==> src/rtl/aal5_rx_pkg.sv <==
package aal5_rx_pkg;
  localparam int CELL_BYTES = 52;
  localparam int HDR_BYTES  = 4;
  localparam int PAY_BYTES  = 48;
  localparam int BIDX_W     = $clog2(CELL_BYTES);
  localparam int ERR_W      = 6;

  typedef logic [BIDX_W-1:0] bidx_t;

  // error flag positions
  localparam int EB_CRC   = 0;
  localparam int EB_CPI   = 1;
  localparam int EB_LEN   = 2;
  localparam int EB_ABORT = 3;
  localparam int EB_BIG   = 4;
  localparam int EB_TMO   = 5;

  localparam logic [31:0] CRC_POLY  = 32'h04C11DB7;
  localparam logic [15:0] REC_LABEL = 16'h5241;

  function automatic logic [31:0] crc32_step(input logic [31:0] c, input logic [7:0] d);
    logic [31:0] r;
    logic        fb;
    r = c;
    for (int i = 7; i >= 0; i--) begin
      fb = r[31] ^ d[i];
      r  = {r[30:0], 1'b0} ^ (fb ? CRC_POLY : 32'h0);
    end
    return r;
  endfunction
endpackage

==> src/rtl/aal5_cell_framer.sv <==
module aal5_cell_framer
  import aal5_rx_pkg::*;
(
  input  logic        clk_i,
  input  logic        rst_ni,
  input  logic        clear_i,
  input  logic        valid_i,
  input  logic [7:0]  data_i,
  output logic        hdr_done_o,
  output logic [31:0] hdr_word_o,
  output logic [31:0] cur_hdr_o,
  output logic        pay_valid_o,
  output bidx_t       pay_idx_o,
  output logic        cell_end_o,
  output logic        eop_o
);
  bidx_t       idx_q;
  logic [23:0] hdr_sr_q;
  logic [31:0] cur_hdr_q;

  always_ff @(posedge clk_i or negedge rst_ni) begin
    if (!rst_ni) begin
      idx_q     <= '0;
      hdr_sr_q  <= '0;
      cur_hdr_q <= '0;
    end else if (clear_i) begin
      idx_q <= '0;
    end else if (valid_i) begin
      idx_q <= (idx_q == bidx_t'(CELL_BYTES-1)) ? '0 : idx_q + 1'b1;
      if (idx_q < bidx_t'(HDR_BYTES-1)) hdr_sr_q <= {hdr_sr_q[15:0], data_i};
      if (idx_q == bidx_t'(HDR_BYTES-1)) cur_hdr_q <= {hdr_sr_q, data_i};
    end
  end

  assign hdr_word_o  = {hdr_sr_q, data_i};
  assign hdr_done_o  = valid_i && (idx_q == bidx_t'(HDR_BYTES-1));
  assign pay_valid_o = valid_i && (idx_q >= bidx_t'(HDR_BYTES));
  assign pay_idx_o   = idx_q - bidx_t'(HDR_BYTES);
  assign cell_end_o  = valid_i && (idx_q == bidx_t'(CELL_BYTES-1));
  assign cur_hdr_o   = cur_hdr_q;
  // user data cell with user-indication bit set
  assign eop_o       = !cur_hdr_q[3] && cur_hdr_q[1];
endmodule

==> src/rtl/aal5_crc_unit.sv <==
module aal5_crc_unit
  import aal5_rx_pkg::*;
(
  input  logic        clk_i,
  input  logic        rst_ni,
  input  logic        init_i,
  input  logic        en_i,
  input  logic [7:0]  data_i,
  output logic [31:0] crc_o
);
  logic [31:0] crc_q;

  always_ff @(posedge clk_i or negedge rst_ni) begin
    if (!rst_ni)     crc_q <= '1;
    else if (init_i) crc_q <= '1;
    else if (en_i)   crc_q <= crc32_step(crc_q, data_i);
  end

  assign crc_o = crc_q;
endmodule

==> src/rtl/aal5_reasm_timer.sv <==
module aal5_reasm_timer #(
  parameter int TIMEOUT_CYC = 1000
) (
  input  logic clk_i,
  input  logic rst_ni,
  input  logic run_i,
  input  logic kick_i,
  output logic expire_o
);
  localparam int TW = $clog2(TIMEOUT_CYC + 1);
  logic [TW-1:0] cnt_q;

  always_ff @(posedge clk_i or negedge rst_ni) begin
    if (!rst_ni)              cnt_q <= '0;
    else if (!run_i || kick_i) cnt_q <= '0;
    else                      cnt_q <= cnt_q + 1'b1;
  end

  assign expire_o = run_i && !kick_i && (cnt_q == TW'(TIMEOUT_CYC - 1));
endmodule

==> src/rtl/aal5_rx_status.sv <==
module aal5_rx_status
  import aal5_rx_pkg::*;
#(
  parameter int CNT_W       = 8,
  parameter int TIMEOUT_CYC = 1000
) (
  input  logic             clk_i,
  input  logic             rst_ni,
  input  logic             valid_i,
  input  logic [7:0]       data_i,
  input  logic [CNT_W-1:0] max_cells_i,
  output logic             rec_valid_o,
  output logic             done_o,
  output logic             error_o,
  output logic [ERR_W-1:0] err_o,
  output logic             clp_o,
  output logic             cong_o,
  output logic [15:0]      label_o,
  output logic [3:0]       rsvd_o,
  output logic [31:0]      first_hdr_o,
  output logic [31:0]      last_hdr_o,
  output logic [15:0]      len_o
);
  localparam logic [CNT_W-1:0] CMAX = '1;

  logic        hdr_done, pay_valid, cell_end, eop, tmo, crc_en, crc_init;
  logic [31:0] hdr_word, cur_hdr, crc;
  bidx_t       pay_idx;

  logic [CNT_W-1:0] cells_q, cells_nxt;
  logic        clp_q, cong_q, big_q;
  logic [31:0] first_q;
  logic [7:0]  cpi_q;
  logic [15:0] len_q;
  logic [23:0] rxcrc_q;

  logic             rec_valid_q, done_q, error_q, clp_r, cong_r;
  logic [ERR_W-1:0] err_q, err_n;
  logic [15:0]      label_q, len_r;
  logic [31:0]      first_r, last_r;
  logic             eop_fin, len_ok;
  int               n_i;

  aal5_cell_framer u_framer (
    .clk_i, .rst_ni, .clear_i(tmo), .valid_i, .data_i,
    .hdr_done_o(hdr_done), .hdr_word_o(hdr_word), .cur_hdr_o(cur_hdr),
    .pay_valid_o(pay_valid), .pay_idx_o(pay_idx), .cell_end_o(cell_end), .eop_o(eop)
  );

  // trailer CRC bytes of the final cell stay out of the running CRC
  assign crc_en   = pay_valid && !(eop && pay_idx >= bidx_t'(PAY_BYTES-4));
  assign eop_fin  = cell_end && eop;
  assign crc_init = eop_fin || tmo;

  aal5_crc_unit u_crc (
    .clk_i, .rst_ni, .init_i(crc_init), .en_i(crc_en), .data_i, .crc_o(crc)
  );

  aal5_reasm_timer #(.TIMEOUT_CYC(TIMEOUT_CYC)) u_timer (
    .clk_i, .rst_ni, .run_i(cells_q != '0), .kick_i(valid_i), .expire_o(tmo)
  );

  assign cells_nxt = (cells_q == CMAX) ? cells_q : cells_q + 1'b1;

  always_comb begin
    n_i    = int'(cells_nxt);
    len_ok = (int'(len_q) <= n_i * PAY_BYTES - 8) &&
             (int'(len_q) + 8 > (n_i - 1) * PAY_BYTES);
    err_n           = '0;
    err_n[EB_CRC]   = ({rxcrc_q, data_i} != ~crc);
    err_n[EB_CPI]   = (cpi_q != 8'h00);
    err_n[EB_ABORT] = (len_q == 16'h0000);
    err_n[EB_LEN]   = (len_q != 16'h0000) && !len_ok;
    err_n[EB_BIG]   = big_q || (cells_nxt > max_cells_i);
  end

  always_ff @(posedge clk_i or negedge rst_ni) begin
    if (!rst_ni) begin
      cells_q <= '0; clp_q <= 1'b0; cong_q <= 1'b0; big_q <= 1'b0;
      first_q <= '0; cpi_q <= '0; len_q <= '0; rxcrc_q <= '0;
      rec_valid_q <= 1'b0; done_q <= 1'b0; error_q <= 1'b0; err_q <= '0;
      clp_r <= 1'b0; cong_r <= 1'b0; label_q <= '0; len_r <= '0;
      first_r <= '0; last_r <= '0;
    end else begin
      rec_valid_q <= 1'b0;
      if (tmo) begin
        rec_valid_q <= 1'b1;
        done_q  <= 1'b1;
        error_q <= 1'b1;
        err_q   <= ERR_W'(1) << EB_TMO;
        clp_r   <= 1'b0;
        cong_r  <= 1'b0;
        label_q <= REC_LABEL;
        len_r   <= '0;
        first_r <= first_q;
        last_r  <= cur_hdr;
        cells_q <= '0; clp_q <= 1'b0; cong_q <= 1'b0; big_q <= 1'b0;
      end else begin
        if (hdr_done) begin
          clp_q  <= clp_q | hdr_word[0];
          cong_q <= cong_q | (!hdr_word[3] && hdr_word[2]);
          if (cells_q == '0) first_q <= hdr_word;
        end
        if (pay_valid && eop) begin
          if (pay_idx == bidx_t'(PAY_BYTES-7)) cpi_q <= data_i;
          if (pay_idx == bidx_t'(PAY_BYTES-6)) len_q[15:8] <= data_i;
          if (pay_idx == bidx_t'(PAY_BYTES-5)) len_q[7:0]  <= data_i;
          if (pay_idx >= bidx_t'(PAY_BYTES-4) && pay_idx < bidx_t'(PAY_BYTES-1))
            rxcrc_q <= {rxcrc_q[15:0], data_i};
        end
        if (cell_end) begin
          if (eop) begin
            rec_valid_q <= 1'b1;
            done_q  <= 1'b1;
            error_q <= |err_n;
            err_q   <= err_n;
            clp_r   <= clp_q;
            cong_r  <= cong_q;
            label_q <= REC_LABEL;
            len_r   <= len_q;
            first_r <= (cells_q == '0) ? cur_hdr : first_q;
            last_r  <= cur_hdr;
            cells_q <= '0; clp_q <= 1'b0; cong_q <= 1'b0; big_q <= 1'b0;
          end else begin
            cells_q <= cells_nxt;
            big_q   <= big_q || (cells_nxt > max_cells_i);
          end
        end
      end
    end
  end

  assign rec_valid_o = rec_valid_q;
  assign done_o      = done_q;
  assign error_o     = error_q;
  assign err_o       = err_q;
  assign clp_o       = clp_r;
  assign cong_o      = cong_r;
  assign label_o     = label_q;
  assign rsvd_o      = 4'h0;
  assign first_hdr_o = first_r;
  assign last_hdr_o  = last_r;
  assign len_o       = len_r;
endmodule

==> config.mk <==
export PLATFORM = sky130hd
export DESIGN_NAME = aal5_rx_status
export DESIGN_NICKNAME = d
export VERILOG_FILES = /design/src/rtl/aal5_rx_pkg.sv /design/src/rtl/aal5_cell_framer.sv /design/src/rtl/aal5_crc_unit.sv /design/src/rtl/aal5_reasm_timer.sv /design/src/rtl/aal5_rx_status.sv
export SDC_FILE = /design/constraint.sdc
export NUM_CORES = 1
export LEC_CHECK = 0
export ABC_CLOCK_PERIOD_IN_PS = 5200
export BUFFER_PORTS_ARGS = -buffer_cell sky130_fd_sc_hd__buf_2
export CORE_MARGIN = 10
export CORE_UTILIZATION = 55
export DETAILED_ROUTE_END_ITERATION = 7
export PLACE_DENSITY = 0.77
export REMOVE_ABC_BUFFERS = 1
export SYNTH_ARGS = -nofsm -noshare
export SYNTH_HDL_FRONTEND = slang
export SYNTH_SLANG_ARGS = --single-unit
==> constraint.sdc <==
create_clock -name clk_i -period 5.2 [get_ports clk_i]
set_input_delay 0.26 -clock clk_i [delete_from_list [all_inputs] [get_ports clk_i]]
set_output_delay 0.26 -clock clk_i [all_outputs]
set_load 0.03 [all_outputs]
## Yosys cells after proc, flatten, opt, wreduce, memory -nomap -nowiden

Cells that the tools add are included.
W data, S select, Z words.

| operators by class | value |
|---|---|
| bitwise logic cells | 20 |
| magnitude comparators | 7 |
| multipliers | 2 |
| mux-type cells | 60 |
| divide/modulo/power cells | 0 |
| shift-type cells | 0 |
| add/sub/neg operators | 7 |
| eq/ne operators | 8 |
| reduce and logical (&&, ||, !) cells | 41 |

Operator list:

| operator | number |
|---|---|
| $mux W32 | 9 |
| $xor A32 B32 Y32 | 8 |
| $mux W27 | 8 |
| $mux W16 | 6 |
| $mux W6 | 6 |
| $mux W8 | 4 |
| $ne A32 B32 Y1 | 1 |
| $not A32 Y32 | 1 |
| $mux W1 | 26 |
| $eq A6 B6 Y1 const B | 4 |
| $reduce_and A3 Y1 | 7 |
| $gt A18 B16 Y1 | 1 |
| $add A16 B4 Y17 const B | 1 |
| $le A17 B15 Y1 | 1 |
| $logic_not A16 Y1 | 1 |
| $reduce_bool A16 Y1 | 1 |
| $reduce_bool A8 Y1 | 2 |
| $sub A14 B4 Y15 const B | 1 |
| $logic_and A1 B1 Y1 | 14 |
| $mul A9 B3 Y12 const B | 1 |
| $add A10 B1 Y10 const B | 1 |
| $eq A10 B10 Y1 const B | 1 |
| $mul A8 B2 Y10 const B | 1 |
| $mux W10 | 1 |
| 20 further kinds | 38 |

| word-level totals | value |
|---|---|
| bits in read-only memories | 0 |
| input port bits | 19 |
| bits in registers | 302 |
| bits in latches | 0 |
| memory bits (writable) | 0 |
| output and inout bits | 111 |
| word-level logic and storage cells | 169 |
| memories kept | 0 |

## Depth between registers and ports, before layout

Gate-level depths: netlist (run 1).

| logic depth | value |
|---|---|
| depth after elaboration | 26 |
| gate-level depth with buffers | 27 |
| gate-level depth less buffers | 26 |

## Modules after synthesis

A second synthesis (run 1) with hierarchy kept.

| second synthesis, totals | value |
|---|---|
| cells, all modules | 1407 |
| area total of the unflattened synthesis | 15643.8 um^2 |

By module, submodules not included:

| module | area each (um^2) | times used | seq. area each (um^2) | cells each |
|---|---|---|---|---|
| aal5_rx_status | 10299.9 | 1 | 4554.4 | 995 |
| aal5_cell_framer | 2787.7 | 1 | 1551.5 | 184 |
| aal5_crc_unit | 2069.5 | 1 | 840.8 | 180 |
| aal5_reasm_timer | 486.7 | 1 | 250.2 | 48 |

## Worst setup path before layout (run 1)

No wires, ideal clock.

| timing | value |
|---|---|
| path type | register -> register |
| from | reg cells_q[2] |
| to | reg error_q, in the netlist error_o |
| stages on the path, launching flop included | 27 |
| setup slack | -331 ps |
| arrival | 5405 ps |
| buffers on the path | 1 |
| clock period less this slack | 5531 ps |
| required time | 5074 ps |
| setup time | 126 ps |
| cell sequence | dfrtp_1 > ha_1 > and2_1 > buf_2 > nand2_4 > nor2_1 > a21oi_1 > ha_1 > a21boi_0 > o31ai_1 > xnor2_1 > ha_1 > ha_1 > nor2b_1 > o31a_1 > o21ai_0 > a21boi_0 > a21o_1 > ha_1 > and3_1 > nand3_1 > nor2_1 > a32o_1 > a31oi_1 > mux2i_1 > a311o_1 > o32a_1 |

| between the ends | value |
|---|---|
| cells in the longest elaborated chain, start to end | 12 |
| elaborated cells between the ends (all ways) | 24 |
| those cells by class | add/sub: 3; mul: 2; order compare: 3; eq/ne: 1; mux: 4; reduce/logical: 11 |

RTL lines:

| what | RTL line | source |
|---|---|---|
| start: declaration | aal5_rx_status.sv:30 | `logic [CNT_W-1:0] cells_q, cells_nxt;` |
| start signal: assignment | aal5_rx_status.sv:125 | `cells_q <= cells_nxt;` |
| $add A8 B1 Y8 or $eq A8 B8 Y1 (tied branches) | aal5_rx_status.sv:63 | `assign cells_nxt = (cells_q == CMAX) ? cells_q : cells_q + 1'b1;` |
| $mux W8 | aal5_rx_status.sv:63 |  |
| $mul A8 B2 Y10 or $sub A8 B1 Y9 (tied branches) | aal5_rx_status.sv:67, aal5_rx_status.sv:68 |  |
| $sub A14 B4 Y15 or $mul A9 B3 Y12 (tied branches) | aal5_rx_status.sv:67, aal5_rx_status.sv:68 |  |
| $le A17 B15 Y1 or $gt A18 B16 Y1 (tied branches) | aal5_rx_status.sv:67, aal5_rx_status.sv:68 |  |
| $logic_and A1 B1 Y1 | aal5_rx_status.sv:67 | `len_ok = (int'(len_q) <= n_i * PAY_BYTES - 8) &&` |
| $logic_not A1 Y1 | aal5_rx_status.sv:73 | `err_n[EB_LEN] = (len_q != 16'h0000) && !len_ok;` |
| $logic_and A1 B1 Y1 | aal5_rx_status.sv:73 |  |
| $reduce_or A5 Y1 | aal5_rx_status.sv:115 | `error_q <= \|err_n;` |
| $mux W1 | aal5_rx_status.sv:112 | `if (eop) begin` |
| $mux W1 | aal5_rx_status.sv:111 | `if (cell_end) begin` |
| $mux W1 | aal5_rx_status.sv:86 | `if (tmo) begin` |
| end signal: assignment | aal5_rx_status.sv:115 |  |
| end: declaration | aal5_rx_status.sv:37 | `logic rec_valid_q, done_q, error_q, clp_r, cong_r;` |

Parallel ways exist; a longest one is shown, timed or not. The select of a mux whose other input is x is not followed.
A chain may end at the register's enable or synchronous reset.

## Worst setup path after layout (run 1)

| timing | value |
|---|---|
| from | reg cells_q[2] |
| to | reg err_q[2], in the netlist err_o[2] |

| between the ends | value |
|---|---|
| cells in the longest elaborated chain, start to end | 11 |
| elaborated cells between the ends (all ways) | 21 |
| those cells by class | add/sub: 3; mul: 2; order compare: 2; eq/ne: 1; mux: 4; reduce/logical: 9 |

RTL lines:

| what | RTL line | source |
|---|---|---|
| $add A8 B1 Y8 or $eq A8 B8 Y1 (tied branches) | aal5_rx_status.sv:63 |  |
| $mux W8 | aal5_rx_status.sv:63 |  |
| $mul A8 B2 Y10 or $sub A8 B1 Y9 (tied branches) | aal5_rx_status.sv:67, aal5_rx_status.sv:68 |  |
| $sub A14 B4 Y15 or $mul A9 B3 Y12 (tied branches) | aal5_rx_status.sv:67, aal5_rx_status.sv:68 |  |
| $le A17 B15 Y1 or $gt A18 B16 Y1 (tied branches) | aal5_rx_status.sv:67, aal5_rx_status.sv:68 |  |
| $logic_and A1 B1 Y1 | aal5_rx_status.sv:67 |  |
| $logic_not A1 Y1 | aal5_rx_status.sv:73 |  |
| $logic_and A1 B1 Y1 | aal5_rx_status.sv:73 |  |
| $mux W6 | aal5_rx_status.sv:112 |  |
| $mux W6 | aal5_rx_status.sv:111 |  |
| $mux W6 | aal5_rx_status.sv:86 |  |
| end signal: assignment | aal5_rx_status.sv:90 | `err_q <= ERR_W'(1) << EB_TMO;` |
| end signal: assignment | aal5_rx_status.sv:116 | `err_q <= err_n;` |
| end: declaration | aal5_rx_status.sv:38 | `logic [ERR_W-1:0] err_q, err_n;` |

Parallel ways exist; a longest one is shown, timed or not. The select of a mux whose other input is x is not followed.

==> results.md, run 1 <==
* Status: finished clean
* Routed vias at approximately 11000
* Mapped Cells at ~1400
* Clk sinks at between 200 and 300
* DRC viols at 0
* Synth warn at 0
* Initial antenna violation count at 0
* Max Transition Viols Final at 0
* Initial DRC Count at slightly above 900
* Final Worst Setup Slack at 0.0136 ns
* Largest net degree at the start of global routing at 184
* Final period utilization at 99.7%
* Worst skew pair latency at 0.57 ns
* Die area at 34300 sq um
* Pre-CTS WS at -0.299 ns
* Yosys cell types at 79
* Commonest non-fill, non-tap cell in the layout: nand2_1
* CP required at between 5 and 6 ns
* Post-synth ARST share at between 90% and 100%
* PwrDens at 423 nW/um^2
* IO buf count at 114
* CP max-delay cell: dfrtp_1
* Post-synthesis adder-cell area fraction at 6.37%
* DRT Pass-1 Iters at 5
* Count of final setup violators at 0
* Compound-Gate Fraction of Synth Area at 9.56%
* Clock slew at reported path FFs at roughly 0.060 ns
* CTS tree: yes
* Worst Tran Pin Value at 1.18 ns
* Ys flop type: dfrtp_1
* Grt ovf at 0
* First-pass GRT wire length at around 59 mm
* Mux cell area share after synthesis at about 10%
* Fmax achieved at slightly below 200 MHz
* Final Hold Fails at 0
* N_diodes at 0
* Crit path largest cell delay at about 0.42 ns
* CTS H-tree depth at 1
* Clock tree buffer depth at 3
* Total CTS buffers at 30
* Clock period minus worst slack at 5.19 ns
* Synth Area in XOR/XNOR at 9.01%
* Top fanout value on the critical path at 5
* Vias in the first global route at 11300
* Overall power at roughly 7600 uW
* DPL Wire Length at 24.5 mm
* RSZ-0062 raised after global routing: yes
* Average size of a mapped cell at 10.5 sq um
* Yosys reg bits at 286
* GP Congestion at 0.940
* Synth Area in Simple Gates at 13.0%
* Proportion of layout cells with a drive suffix above 1 at 30.4%
* M3 GR Usage at about 2.7%
* Nets at around 1700
* Starting Density at 55.9%
* CP Class: reg2reg
* Hold crit path type: in2reg
* Total of max-cap violations at 0
* CP startpoint kind: register
* GRT Util Overall at 21.2%
* IO Count at 130
* CP Capture Type: register
* Root Driver: clkbuf_16
* Critical path data arrival time at 5.63 ns
* DR vias/cell at 5.66
* Post-synth EDFFs at 0
* Register area share after synthesis at 47.9%
* Post-DRT Antenna Nets at 0
* Most used cell, CP: buf_4
* Most frequent cells in the layout: nand2_1 (299), dfrtp_1 (254), buf_2 (113), mux2_2 (106), buf_4 (97)
* Layout area overhead at 19.7%
* Core Area at around 27000 sq um
* Largest family of logic cells by synthesized area: simple AND/OR/NAND/NOR gates
* Die Y at 185 um
* Rel. slew slack at 21.5%
* Die W at 185 um
* Clock skew at 0.0246 ns
* Global routing's busiest layer: met2
* Grt met2 use at 36.5%
* Met1 usage at 27.0%
* Maximum vdd drop at 0.371 mV
* Drt total wl at between 30 and 40 mm
* Wire per inst at 18.7 um
* FP Rows at 60
* Synthesized area at 15000 sq um
* Pleak at 0.00879 uW
worst paths after layout:
kind / from / slack, ns / cells past startpoint / end
min: data_i[5] / 0.05 / 3 / u_framer.cur_hdr_o[5]
max reg2reg: cells_q[2] / 0.01 / 27 / err_o[2]
max: cells_q[2] / 0.01 / 27 / err_o[2]
max in group asynchronous: rst_ni / 3.42 / 3 / u_framer.idx_q[5]
min in group asynchronous: rst_ni / 0.34 / 2 / last_hdr_o[8]
min reg2reg: u_timer.cnt_q[0] / 0.45 / 1 / u_timer.cnt_q[0]
sequential cells by signal, indices dropped and copies added, names as in the netlist, 6 cells and up:
register	flops
len_q	16
first_hdr_o	32
err_o	6
cells_q	8
u_timer.cnt_q	10
u_framer.idx_q	6
first_q	32
cpi_q	8
len_o	16
last_hdr_o	32
rxcrc_q	24
u_crc.crc_o	32
u_framer.hdr_sr_q	24
u_framer.cur_hdr_o	32
power breakdown:
part	switching [uW]	internal [uW]
clock network	907	1330
registers	402	2800
logic	1120	1040
worst max-delay path: cells and delay by family (launching register included):
family / cells / cell delay (ns)
AOI/OAI and AO/OA: 10 / 1.85
xor gates and xnor gates: 3 / 0.58
DFF: 1 / 0.42
and+or+nand+nor: 5 / 0.52
buffers and inverters: 4 / 0.59
adders and majority gates: 4 / 0.99
muxes: 1 / 0.11
layer usage:
metal	up-vias	wire length, um
met5	-	0
met4	0	1100
met3	73	1830
met2	326	18500
met1	5532	15400
li1	5216	-
through the flow:
stage	setup TNS [ns]	cell area (sq um)	cells	hold slack, ns	util, %
floorplan	-399.53	14600	1352	-0.0356	-
global placement	-0.0588	16200	1882	0.344	60.4
detailed placement	-0.436	16200	1882	0.347	60.4
CTS	0	17600	1948	0.0358	65.3
global route	-0.311	18000	1968	0.0692	66.9
finish	0	18000	1968	0.0512	66.9
cells in the mapped netlist, drive strengths merged (8+ instances only):
master | number | area, sq um
a21oi | 24 | 131
a22o | 22 | 193
buf | 43 | 269
clkbuf | 46 | 173
dfrtp | 254 | 6360
dfstp | 32 | 841
ha | 70 | 876
inv | 32 | 120
mux2 | 107 | 1210
mux2i | 34 | 340
nand2 | 301 | 1140
nand3 | 27 | 135
nand4 | 17 | 113
nor2 | 39 | 151
nor2b | 13 | 81.3
nor4 | 10 | 62.6
o211ai | 36 | 275
o21ai | 63 | 315
o31ai | 8 | 87.6
or3 | 8 | 50.1
xnor2 | 81 | 732
xor2 | 70 | 621
cells by family after synthesis:
group | after synthesis
buffers and inverters | 123
and+or+nand+nor | 446
muxes | 141
adders and majority gates | 75
xor gates and xnor gates | 151
AOI/OAI and AO/OA | 204
DFF | 286
other | 1
area by class of cell:
class | instances | area [sq um]
clock buffers | 39 | 825
clock inverters | 17 | 229
fillers | 1968 | 8910
inverters | 34 | 131
multi-input cells | 1032 | 7740
flip-flops and latches | 286 | 7200
well taps | 341 | 427
repair buffers | 219 | 1420
what timing repair did:
action | 4_1_cts | 5_1_grt
setup endpoints to repair | 2 | 2
pin swaps | 22 | 57
hold buffers | 1 | 0
gates cloned | 0 | 0
buffers inserted | 9 | 21
resized for setup | 39 | 48
endpoints found under the hold margin | 103 | 0
Note: power is estimated with default switching activity, not from simulation.
==> run 2: changes to the inputs <==
Settings changed: RECOVER_POWER set to 100.
==> run 2 against run 1 <==
Against the previous run: clock power about the same; count of clock-buffer cells in the layout unchanged; sequential cell count did not move; non-clock buffer count is the same; critical path depth did not move; largest cell class unchanged; the flow now finishes with violations (max-capacitance violations, max-slew violations); sequential power barely moved; fmax shrank 0.20%; register-to-register slack about the same; sequential share of layout area rose by 0.30 points; setup slack lost 0.010 ns; routed wire length rose by 0.18%.
==> results.md, run 2 (synthesis results as in run 1) <==
* Status: complete, but fails checks
* Violations in the final reports: max-capacitance violations, max-slew violations
* Root Driver: clkbuf_16
* CP Class: reg2reg
* FF+latch area at 7200 sq um
* Commonest non-fill, non-tap cell in the layout: nand2_1
* Pleak at 0.00836 uW
* Top fanout value on the critical path at 5
* Starting Density at between 50% and 60%
* GP Congestion at 0.940
* CTS tree: yes
* Multi-input logic area at roughly 7700 sq um
* GRT Util Overall at 21.2%
* Fillcell total at about 2000
* Critical path data arrival time at 5.64 ns
* DR vias/cell at 5.68
* Nets at between 1500 and 2000
* FP Rows at 60
* Drt total wl at 36.9 mm
* Proportion of layout cells with a drive suffix above 1 at 24.5%
* Clock tree buffer depth at 3
* Total CTS buffers at 30
* Fmax achieved at ~190 MHz
* Clk sinks at 286
* Layout area overhead at 18.8%
* IO Count at 130
* Placed cells at 1882
* Rel. slew slack at -69.1%
* Worst R2R Setup Slack at between 0.003 and 0.004 ns
* Die Y at 185 um
* Hold crit path type: in2reg
* Worst skew pair latency at 0.58 ns
* Vias in the first global route at 11300
* Grt ovf at 0
* Max Transition Viols Final at 104
* Hold Path Stages at 3
* Worst Tran Pin Value at approximately 2.5 ns
* DPL Wire Length at 24.5 mm
* R2R Path Start: cells_q[2]
* Clock slew at reported path FFs at ~0.060 ns
* IO buf count at 114
* First-pass GRT wire length at 59.4 mm
* Maximum vdd drop at between 0.3 and 0.4 mV
* Clock period minus worst slack at roughly 5.2 ns
* Die area at 34300 sq um
* DRC viols at 0
* CP Capture Type: register
* CP required at 5.64 ns
* Hold EP: u_framer.cur_hdr_o[5]
* Routed vias at 11200
* Final period utilization at 99.9%
* CP startpoint kind: register
* R2r endpoint: err_o[2]
* Hold WS at roughly 0.051 ns
* Total of max-cap violations at 1
* DRT Pass-1 Iters at 6
* Initial antenna violation count at 0
* N_diodes at 0
* PwrDens at 426 nW/um^2
* CTS H-tree depth at 1
* Initial DRC Count at 931
* Clock skew at 0.0238 ns
* Final Hold Fails at 0
* Die W at 185 um
* Largest net degree at the start of global routing at 184
* Post-DRT Antenna Nets at 0
* Hold Path Origin: data_i[5]
* Count of final setup violators at 0
* Worst Reg2Reg Path Length in Cells at 27
* Non-Filler Instances at 1968
* Util after Layout at 66.4%
* RSZ-0062 raised after global routing: yes
* Most frequent cells in the layout: nand2_1 (299), dfrtp_1 (254), mux2_2 (106), clkbuf_1 (102), buf_4 (96)
* Core Area at 26900 sq um
* Wire per inst at around 19 um
[run 2: cell count changes in the layout (fill, tap and decap cells not counted), sizes merged]
cell / delta
clkbuf: +98
buf: -98
[run 2: routing by layer]
layer / wire [um] / part of all wire, % / vias to the layer above / GRT usage [%]
met5: 0 / 0 / - / 0
met4: 1140 / 3.1 / 0 / 7.25
met3: 1850 / 5.0 / 83 / 2.68
met2: 18400 / 50 / 333 / 36.5
met1: 15500 / 42 / 5556 / 27.0
li1: - / - / 5200 / -
[run 2: critical path, cell delays in order (launching register included)]
cell,delay (ns)
dfrtp_1,0.42
ha_2,0.20
and2_4,0.15
buf_4,0.16
a21oi_4,0.19
xnor2_4,0.18
inv_1,0.13
buf_4,0.17
xnor2_1,0.21
ha_1,0.29
ha_4,0.23
a21o_1,0.19
a21oi_2,0.16
o21bai_1,0.11
a21oi_2,0.17
nor2b_1,0.06
o21ai_1,0.16
xor2_1,0.19
ha_1,0.27
and3_4,0.19
nand3_2,0.07
nor2_1,0.05
a32o_1,0.23
a31oi_1,0.15
mux2i_1,0.11
a311o_1,0.32
buf_4,0.14
a22o_1,0.17
[run 2: through the flow]
stage	total power [uW]	cell area, sq um	setup TNS, ns	setup slack [ns]
floorplan	4870	14600	-399.53	-5.20
global placement	5300	16200	-0.0588	-0.0588
detailed placement	5380	16200	-0.436	-0.299
CTS	7640	17600	0	0.00239
global route	8030	17800	-0.311	-0.161
finish	7610	17800	0	0.00335
[run 2: area by class of cell]
cell class                 count  share of cell area [%]
multi-input combinational   1032                    43.4
tap                          341                    2.39
timing repair buffer         219                    7.20
clock inverter                17                    1.28
clock buffer                  39                    4.62
sequential                   286                    40.4
inverter                      34                   0.737
[run 2: report_power, final]
part           total (uW)  switching (uW)  leakage, uW  internal [uW]
logic                2160            1130      0.00415           1040
registers            3210             403      0.00371           2800
clock network        2240             910     0.000497           1330
[run 2: timing repair]
action / CTS / global route
hold buffers: 1 / 0
endpoints found under the setup margin: 2 / 2
gates cloned: 0 / 0
buffers inserted: 9 / 21
gates resized for setup: 39 / 48
pin swaps: 22 / 57
endpoints found under the hold margin: 103 / 0
[run 2: worst max path at each step]
| stage | from | cells after the start | slack [ns] | endpoint |
|---|---|---|---|---|
| floorplan | cells_q[0] | 8 | -5.20 | rec_valid_o |
| CTS | cells_q[0] | 26 | 0.002 | err_o[2] |
| global placement | cells_q[2] | 26 | -0.06 | error_o |
| global route | cells_q[2] | 28 | -0.16 | err_o[2] |
| finish | cells_q[2] | 27 | 0.003 | err_o[2] |
| detailed placement | cells_q[2] | 27 | -0.30 | error_o |
